==> src/rtl/vlist_pkg.sv <==
package vlist_pkg;

  typedef enum logic [1:0] {
    ST_IDLE    = 2'd0,
    ST_PEND    = 2'd1,
    ST_ACT     = 2'd2,
    ST_ACTPEND = 2'd3
  } vl_state_e;

  localparam int SPURIOUS_ID = 1023;

endpackage

==> src/rtl/vlist_store.sv <==
module vlist_store
  import vlist_pkg::*;
#(
  parameter int N     = 4,
  parameter int VID_W = 16,
  parameter int PID_W = 13,
  parameter int PRI_W = 8,
  localparam int IDX_W = (N > 1) ? $clog2(N) : 1
) (
  input  logic                        clk,
  input  logic                        rst_n,
  input  logic                        wr_en,
  input  logic [IDX_W-1:0]            wr_idx,
  input  logic [VID_W-1:0]            wr_vid,
  input  logic                        wr_grp,
  input  logic [1:0]                  wr_state,
  input  logic [PRI_W-1:0]            wr_pri,
  input  logic                        wr_hw,
  input  logic [PID_W-1:0]            wr_pid,
  input  logic [N-1:0]                ack_hit,
  input  logic [N-1:0]                deact_hit,
  output logic [N-1:0][1:0]           st_q,
  output logic [N-1:0][VID_W-1:0]     vid_q,
  output logic [N-1:0]                grp_q,
  output logic [N-1:0][PRI_W-1:0]     pri_q,
  output logic [N-1:0]                hw_q,
  output logic [N-1:0][PID_W-1:0]     pid_q
);

  for (genvar i = 0; i < N; i++) begin : g_slot
    logic       wr_hit;
    logic [1:0] st_d;

    assign wr_hit = wr_en && (wr_idx == IDX_W'(i));

    always_comb begin
      st_d = st_q[i];
      if (wr_hit) begin
        st_d = wr_state;
      end else if (ack_hit[i]) begin
        st_d = ST_ACT;
      end else if (deact_hit[i]) begin
        st_d = (st_q[i] == ST_ACTPEND) ? ST_PEND : ST_IDLE;
      end
    end

    always_ff @(posedge clk or negedge rst_n) begin
      if (!rst_n) begin
        st_q[i] <= ST_IDLE;
      end else begin
        st_q[i] <= st_d;
      end
    end

    always_ff @(posedge clk) begin
      if (wr_hit) begin
        vid_q[i] <= wr_vid;
        grp_q[i] <= wr_grp;
        pri_q[i] <= wr_pri;
        hw_q[i]  <= wr_hw;
        pid_q[i] <= wr_pid;
      end
    end


    ack_to_active_chk: assert property (@(posedge clk) disable iff (!rst_n)
      (ack_hit[i] && !wr_hit) |=> (st_q[i] == ST_ACT));


    deact_step_chk: assert property (@(posedge clk) disable iff (!rst_n)
      (deact_hit[i] && !wr_hit) |=>
        (st_q[i] == (($past(st_q[i]) == ST_ACTPEND) ? ST_PEND : ST_IDLE)));
  end

endmodule

==> src/rtl/vlist_pick.sv <==
module vlist_pick
  import vlist_pkg::*;
#(
  parameter int N     = 4,
  parameter int PRI_W = 8,
  localparam int IDX_W = (N > 1) ? $clog2(N) : 1
) (
  input  logic                    clk,
  input  logic                    rst_n,
  input  logic [N-1:0][1:0]       st_q,
  input  logic [N-1:0]            grp_q,
  input  logic [N-1:0][PRI_W-1:0] pri_q,
  input  logic [1:0]              grp_en,
  output logic                    sel_valid,
  output logic [IDX_W-1:0]        sel_idx,
  output logic [PRI_W-1:0]        sel_pri
);

  always_comb begin
    sel_valid = 1'b0;
    sel_idx   = '0;
    sel_pri   = '1;
    for (int i = 0; i < N; i++) begin
      if (st_q[i] == ST_PEND && grp_en[grp_q[i]] &&
          (!sel_valid || pri_q[i] < sel_pri)) begin
        sel_valid = 1'b1;
        sel_idx   = IDX_W'(i);
        sel_pri   = pri_q[i];
      end
    end
  end

  for (genvar i = 0; i < N; i++) begin : g_chk

    no_better_cand_chk: assert property (@(posedge clk) disable iff (!rst_n)
      (st_q[i] == ST_PEND && grp_en[grp_q[i]]) |-> (sel_valid && pri_q[i] >= sel_pri));
  end

endmodule

==> src/rtl/vlist_match.sv <==
module vlist_match
  import vlist_pkg::*;
#(
  parameter int N     = 4,
  parameter int VID_W = 16
) (
  input  logic [N-1:0][1:0]       st_q,
  input  logic [N-1:0][VID_W-1:0] vid_q,
  input  logic [VID_W-1:0]        key,
  output logic [N-1:0]            hit,
  output logic                    found
);

  logic [N-1:0] raw;

  for (genvar i = 0; i < N; i++) begin : g_cmp
    assign raw[i] = (st_q[i] == ST_ACT || st_q[i] == ST_ACTPEND) && (vid_q[i] == key);
  end

  always_comb begin
    hit   = '0;
    found = 1'b0;
    for (int i = 0; i < N; i++) begin
      if (raw[i] && !found) begin
        hit[i] = 1'b1;
        found  = 1'b1;
      end
    end
  end

endmodule

==> src/rtl/vlist_prio.sv <==
module vlist_prio
  import vlist_pkg::*;
#(
  parameter int N     = 4,
  parameter int VID_W = 16,
  parameter int PID_W = 13,
  parameter int PRI_W = 8,
  localparam int IDX_W = (N > 1) ? $clog2(N) : 1,
  localparam int BP_W  = $clog2(PRI_W)
) (
  input  logic              clk,
  input  logic              rst_n,
  input  logic              wr_en,
  input  logic [IDX_W-1:0]  wr_idx,
  input  logic [VID_W-1:0]  wr_vid,
  input  logic              wr_grp,
  input  logic [1:0]        wr_state,
  input  logic [PRI_W-1:0]  wr_pri,
  input  logic              wr_hw,
  input  logic [PID_W-1:0]  wr_pid,
  input  logic [1:0]        grp_en,
  input  logic [PRI_W-1:0]  pri_mask,
  input  logic [PRI_W-1:0]  run_pri,
  input  logic [BP_W-1:0]   bin_pt,
  input  logic              eoi_mode,
  input  logic              ack_req,
  input  logic              eoi_req,
  input  logic [VID_W-1:0]  eoi_vid,
  input  logic              dir_req,
  input  logic [VID_W-1:0]  dir_vid,
  output logic              vfiq,
  output logic              virq,
  output logic              ack_vld,
  output logic [VID_W-1:0]  ack_vid,
  output logic              pdeact_vld,
  output logic [PID_W-1:0]  pdeact_pid,
  output logic              eoi_miss
);

  logic [N-1:0][1:0]       st_q;
  logic [N-1:0][VID_W-1:0] vid_q;
  logic [N-1:0]            grp_q;
  logic [N-1:0][PRI_W-1:0] pri_q;
  logic [N-1:0]            hw_q;
  logic [N-1:0][PID_W-1:0] pid_q;

  logic              sel_valid;
  logic [IDX_W-1:0]  sel_idx;
  logic [PRI_W-1:0]  sel_pri;
  logic [PRI_W-1:0]  gmask;
  logic              sig;
  logic [N-1:0]      ack_hit;
  logic [N-1:0]      deact_hit;
  logic [N-1:0]      e_hit;
  logic [N-1:0]      d_hit;
  logic              e_found;
  logic              d_found;
  logic              miss_d;
  logic              pdeact_d;
  logic [PID_W-1:0]  pid_d;
  logic [VID_W-1:0]  ack_vid_d;

  vlist_store #(.N(N), .VID_W(VID_W), .PID_W(PID_W), .PRI_W(PRI_W)) u_store (
    .clk(clk), .rst_n(rst_n),
    .wr_en(wr_en), .wr_idx(wr_idx), .wr_vid(wr_vid), .wr_grp(wr_grp),
    .wr_state(wr_state), .wr_pri(wr_pri), .wr_hw(wr_hw), .wr_pid(wr_pid),
    .ack_hit(ack_hit), .deact_hit(deact_hit),
    .st_q(st_q), .vid_q(vid_q), .grp_q(grp_q), .pri_q(pri_q),
    .hw_q(hw_q), .pid_q(pid_q)
  );

  vlist_pick #(.N(N), .PRI_W(PRI_W)) u_pick (
    .clk(clk), .rst_n(rst_n),
    .st_q(st_q), .grp_q(grp_q), .pri_q(pri_q), .grp_en(grp_en),
    .sel_valid(sel_valid), .sel_idx(sel_idx), .sel_pri(sel_pri)
  );

  vlist_match #(.N(N), .VID_W(VID_W)) u_match_eoi (
    .st_q(st_q), .vid_q(vid_q), .key(eoi_vid), .hit(e_hit), .found(e_found)
  );

  vlist_match #(.N(N), .VID_W(VID_W)) u_match_dir (
    .st_q(st_q), .vid_q(vid_q), .key(dir_vid), .hit(d_hit), .found(d_found)
  );

  // Signalling gate: mask and running-priority comparison
  assign gmask = {PRI_W{1'b1}} << ({1'b0, bin_pt} + (BP_W+1)'(1));
  assign sig   = sel_valid && (sel_pri < pri_mask) && ((sel_pri & gmask) < run_pri);
  assign vfiq  = sig && !grp_q[sel_idx];
  assign virq  = sig &&  grp_q[sel_idx];

  always_comb begin
    ack_hit = '0;
    if (ack_req && sig) begin
      ack_hit[sel_idx] = 1'b1;
    end
  end

  assign ack_vid_d = sig ? vid_q[sel_idx] : VID_W'(SPURIOUS_ID);

  always_comb begin
    deact_hit = '0;
    if (eoi_req && !eoi_mode) begin
      deact_hit = e_hit;
    end else if (dir_req && eoi_mode) begin
      deact_hit = d_hit;
    end
  end

  assign miss_d   = (eoi_req && !e_found) || (dir_req && eoi_mode && !d_found);
  assign pdeact_d = |(deact_hit & hw_q);

  always_comb begin
    pid_d = '0;
    for (int i = 0; i < N; i++) begin
      if (deact_hit[i]) begin
        pid_d = pid_d | pid_q[i];
      end
    end
  end

  always_ff @(posedge clk or negedge rst_n) begin
    if (!rst_n) begin
      ack_vld    <= 1'b0;
      pdeact_vld <= 1'b0;
      eoi_miss   <= 1'b0;
    end else begin
      ack_vld    <= ack_req;
      pdeact_vld <= pdeact_d;
      eoi_miss   <= miss_d;
    end
  end

  always_ff @(posedge clk or negedge rst_n) begin
    if (!rst_n) begin
      ack_vid    <= '0;
      pdeact_pid <= '0;
    end else begin
      if (ack_req) begin
        ack_vid <= ack_vid_d;
      end
      if (pdeact_d) begin
        pdeact_pid <= pid_d;
      end
    end
  end


  lines_excl_chk: assert property (@(posedge clk) disable iff (!rst_n)
    $onehot0({vfiq, virq}));


  ack_resp_chk: assert property (@(posedge clk) disable iff (!rst_n)
    ack_vld |-> $past(ack_req));


  pdeact_src_chk: assert property (@(posedge clk) disable iff (!rst_n)
    pdeact_vld |-> $past(eoi_req || dir_req));


  miss_src_chk: assert property (@(posedge clk) disable iff (!rst_n)
    eoi_miss |-> $past(eoi_req || dir_req));

endmodule

==> config.mk <==
export PLATFORM = sky130hd
export DESIGN_NAME = vlist_prio
export DESIGN_NICKNAME = d
export VERILOG_FILES = /design/src/rtl/vlist_pkg.sv /design/src/rtl/vlist_store.sv /design/src/rtl/vlist_pick.sv /design/src/rtl/vlist_match.sv /design/src/rtl/vlist_prio.sv
export SDC_FILE = /design/constraint.sdc
export NUM_CORES = 1
export LEC_CHECK = 0
export CORE_ASPECT_RATIO = 1.2
export CORE_UTILIZATION = 45
export DETAILED_ROUTE_END_ITERATION = 10
export HOLD_SLACK_MARGIN = 0.02
export PLACE_DENSITY_LB_ADDON = 0.1
export SLEW_MARGIN = 20
export SYNTH_ARGS = -nofsm -noshare
export SYNTH_HDL_FRONTEND = slang
export SYNTH_HIERARCHICAL = 1
export SYNTH_SLANG_ARGS = --single-unit
==> constraint.sdc <==
create_clock -name clk -period 13.09 [get_ports clk]
set_input_delay 1.309 -clock clk [delete_from_list [all_inputs] [get_ports clk]]
set_output_delay 1.309 -clock clk [all_outputs]
set_load 0.05 [all_outputs]
==> reports/summary.txt <==
=================================================================================
Number of buffers inserted by hold repair at cts                                0
Worst-Margin Slew                                                        0.917 ns
Register-to-register setup slack                                          4.06 ns
Total routed wirelength                                                  27000 µm
Slowest stage cell on the critical path                              clkdlybuf4s50_1
Cts bufs inserted                                                              17
Post-DR vias/cell                                                            5.51
Final setup vio count                                                           0
Post-synthesis instance area                                            10800 µm²
Worst r2r path cells                                                           28
Cell count after placement                                                   1212
Worst-path maximum fanout                                                      22
Critical path data arrival time                                          10.51 ns
Final hold vios                                                                 0
Layout cell share with drive strength beyond 1                              15.3%
H-Tree Depth                                                                    4
Growth of design area from synthesis to finish                              18.6%
Initial DRC count                                                             419
Root Buffer Master                                                      clkbuf_16
Status                                                                  completed
Sum Neg Setup Slack                                                          0 ns
Crit Reg-Reg Endpoint                                                u_store/st_q[2]
Ys Warns                                                                        6
Worst max-slew margin expressed relative to the limit                       38.9%
Vertical die dimension                                                     172 µm
Setup repair after global routing missed its margin                            no
Antenna violations before repair                                                1
Gate count of the mapped netlist                                              804
CP Capture Type                                                       output port
Maximum achievable frequency                                             84.6 MHz
Number of design rule violations left after detail routing                      0
Wire length per cell                                                      21.7 µm
Worst Hold Path Cells                                                           1
Die Wd                                                                     144 µm
Global-route usage over all layers                                          23.0%
Clock latency reported for the late side of the worst-skew pair           0.44 ns
Std cell rows                                                                  61
Length of the first detailed-routing pass in iterations                         4
Wire length of the first global-routing pass                             41200 µm
Largest vdd supply drop                                                 0.0902 mV
Portion of the post-synthesis area used by sequential elements              52.6%
Detailed placer's ending HPWL                                            20200 µm
Count of buffers from port buffering                                          136
Final hold slack                                                         0.504 ns
Post-synthesis net count                                                      943
Clock slew seen by the registers of the worst setup and hold paths        0.08 ns
Maximum clock insertion buffer count                                            2
Distinct cell type count of the synthesized netlist                            76
Fraction of registers with async set or reset after synthesis               20.4%
Overflow after GRT                                                              0
Number of nets with antenna violations after routing                            0
WP data required                                                         11.78 ns
Routability Congestion                                                      0.923
Crit path kind                                                       input pin to output port
Dpl ws                                                                    1.38 ns
LEAKAGE                                                                0.00452 µW
Pin count of the biggest net entering global routing                           41
Number of diodes added for antenna fixing                                       0
Min-Delay Endpoint                                                     ack_vid[8]
Max-slew violation count                                                        0
I/O pin cnt                                                                   137
Startpoint Class                                                        input pin
Total Nets Final                                                             1055
Total of max-cap violations                                                     0
Total number of clock tree sinks                                              196
Vias in the first global route                                               7215
Min setup slack post-route                                                1.27 ns
Post-layout total power                                                   1580 µW
Standard cell core area                                                 23400 µm²
Die Footprint                                                           24700 µm²
Largest clock skew in the final design                                  0.0174 ns
Average cell area after synthesis                                        13.5 µm²
Final Critical Period                                                    11.82 ns
Most instantiated flip-flop cell in the synthesis netlist                edfxtp_1
Number of setup buffers added after CTS                                         0
CTS-repair resized insts                                                        0
Hold crit path type                                                  flop to flop
Power density cells                                                    123 nW/µm²
Reg2reg start                                                        u_store/grp_q[0]
Filler-free cell count of the finished design                                1244
Total vias in the final route                                                6856
Starting density of the core                                                46.3%
Cell with the most instances on the worst path                               ha_1
Delay of the slowest critical-path stage                                  0.81 ns
Fraction of the cycle the final worst path needs                            90.3%
TritonCTS clock tree                                                        built
Hold_sp                                                                ack_vid[8]
Flip-flop and latch count after synthesis                                     196
Number of flops mapped to enable cells by yosys                               156
=================================================================================
==> layout by cell type, fill, tap and decap left out, drive strengths merged, types with 9 or more instances in the layout <==
cell / Yosys / routed
a21oi: 11 / 11
a22oi: 30 / 30
buf: 47 / 10
clkbuf: 5 / 17
clkdlybuf4s50: 0 / 135
dfrtp: 40 / 40
edfxtp: 156 / 156
ha: 36 / 36
inv: 46 / 54
mux2: 22 / 22
mux2i: 9 / 9
mux4: 17 / 17
nand2: 44 / 44
nand2b: 14 / 14
nand3: 21 / 21
nand4: 27 / 27
nor2: 21 / 21
nor2b: 11 / 11
o21ai: 20 / 20
o22a: 10 / 10
xnor2: 129 / 129
==> routing by layer <==
| layer | up-vias | GRT usage, % | share of wire, % |
|---|---|---|---|
| met5 | - | 0 | 0 |
| met4 | 0 | 10.5 | 3.2 |
| met3 | 54 | 3.07 | 4.7 |
| met2 | 204 | 39.7 | 51 |
| met1 | 3403 | 28.6 | 42 |
| li1 | 3195 | - | - |
==> critical path: cells and delay by family <==
family          cells  cell delay [ns]
fa+ha+maj           4             1.16
mux                 3             0.94
simple gates        6             1.22
compound gates     14             4.27
buf+inv             3             1.59
==> final cells by class <==
cell class	count	area, µm²
clock inverters	15	220
fillers	2008	10500
well taps	315	394
clock buffers	17	425
multi-input cells	510	4510
inverters	46	173
flip-flops and latches	196	5690
repair buffers	145	1430
==> worst max-delay path by stage <==
| stage | startpoint | slack (ns) | depth (start not counted) | end |
|---|---|---|---|---|
| finish | grp_en[1] | 1.27 | 30 | virq |
| global route | grp_en[0] | 0.80 | 30 | virq |
| CTS | grp_en[1] | 1.34 | 29 | virq |
| detailed placement | grp_en[1] | 1.38 | 30 | virq |
| global placement | grp_en[0] | 1.69 | 29 | virq |
| floorplan | grp_en[1] | 2.83 | 27 | vfiq |
==> sequential cells by signal (all words and copies together), names as in the netlist <==
| signal | count |
|---|---|
| pdeact_vld | 1 |
| u_store/st_q | 8 |
| u_store/hw_q | 4 |
| eoi_miss | 1 |
| u_store/pri_q | 32 |
| u_store/grp_q | 4 |
| u_store/pid_q | 52 |
| u_store/vid_q | 64 |
| ack_vld | 1 |
| ack_vid | 16 |
| pdeact_pid | 13 |
==> cell usage after synthesis (7+ instances only) <==
cell type / number / area share (%)
a21oi_1: 10 / 0.46
a22oi_1: 28 / 1.9
buf_2: 10 / 0.46
buf_6: 30 / 3.1
dfrtp_1: 40 / 9.3
edfxtp_1: 156 / 43
ha_1: 36 / 4.2
inv_1: 40 / 1.4
mux2_2: 13 / 1.4
mux2_4: 9 / 1.2
mux2i_1: 9 / 0.83
mux4_2: 17 / 3.5
nand2_1: 42 / 1.5
nand2b_1: 14 / 0.81
nand3_1: 19 / 0.88
nand3b_1: 7 / 0.49
nand4_1: 27 / 1.6
nor2_1: 21 / 0.73
nor2b_1: 10 / 0.58
o21ai_0: 8 / 0.37
o21ai_1: 7 / 0.32
o22a_1: 10 / 0.81
xnor2_1: 113 / 9.1
xnor2_2: 16 / 2.4
==> kinds of logic (layout without fill, tap and decap cells) <==
group | after synthesis | count (layout) | share of synthesized area, %
fa+ha+maj | 36 | 36 | 4.16
simple gates | 182 | 182 | 9.92
flops | 196 | 196 | 52.5
xor+xnor | 129 | 129 | 11.6
mux | 48 | 48 | 6.97
compound gates | 115 | 115 | 8.99
buf+inv | 98 | 223 | 5.85
==> report_power, final <==
| part | switching, µW | total, µW | internal (µW) |
|---|---|---|---|
| clock | 272 | 555 | 284 |
| combinational | 150 | 285 | 135 |
| sequential | 27.1 | 736 | 709 |
| total | 448 | 1580 | 1130 |
==> per-stage QoR <==
step / cell area (µm²) / util, %
floorplan: 10800 / -
global route: 12800 / 55.0
global placement: 12200 / 52.2
detailed placement: 12200 / 52.2
finish: 12800 / 55.0
CTS: 12800 / 54.9
Note: power is estimated with default switching activity, not from simulation.
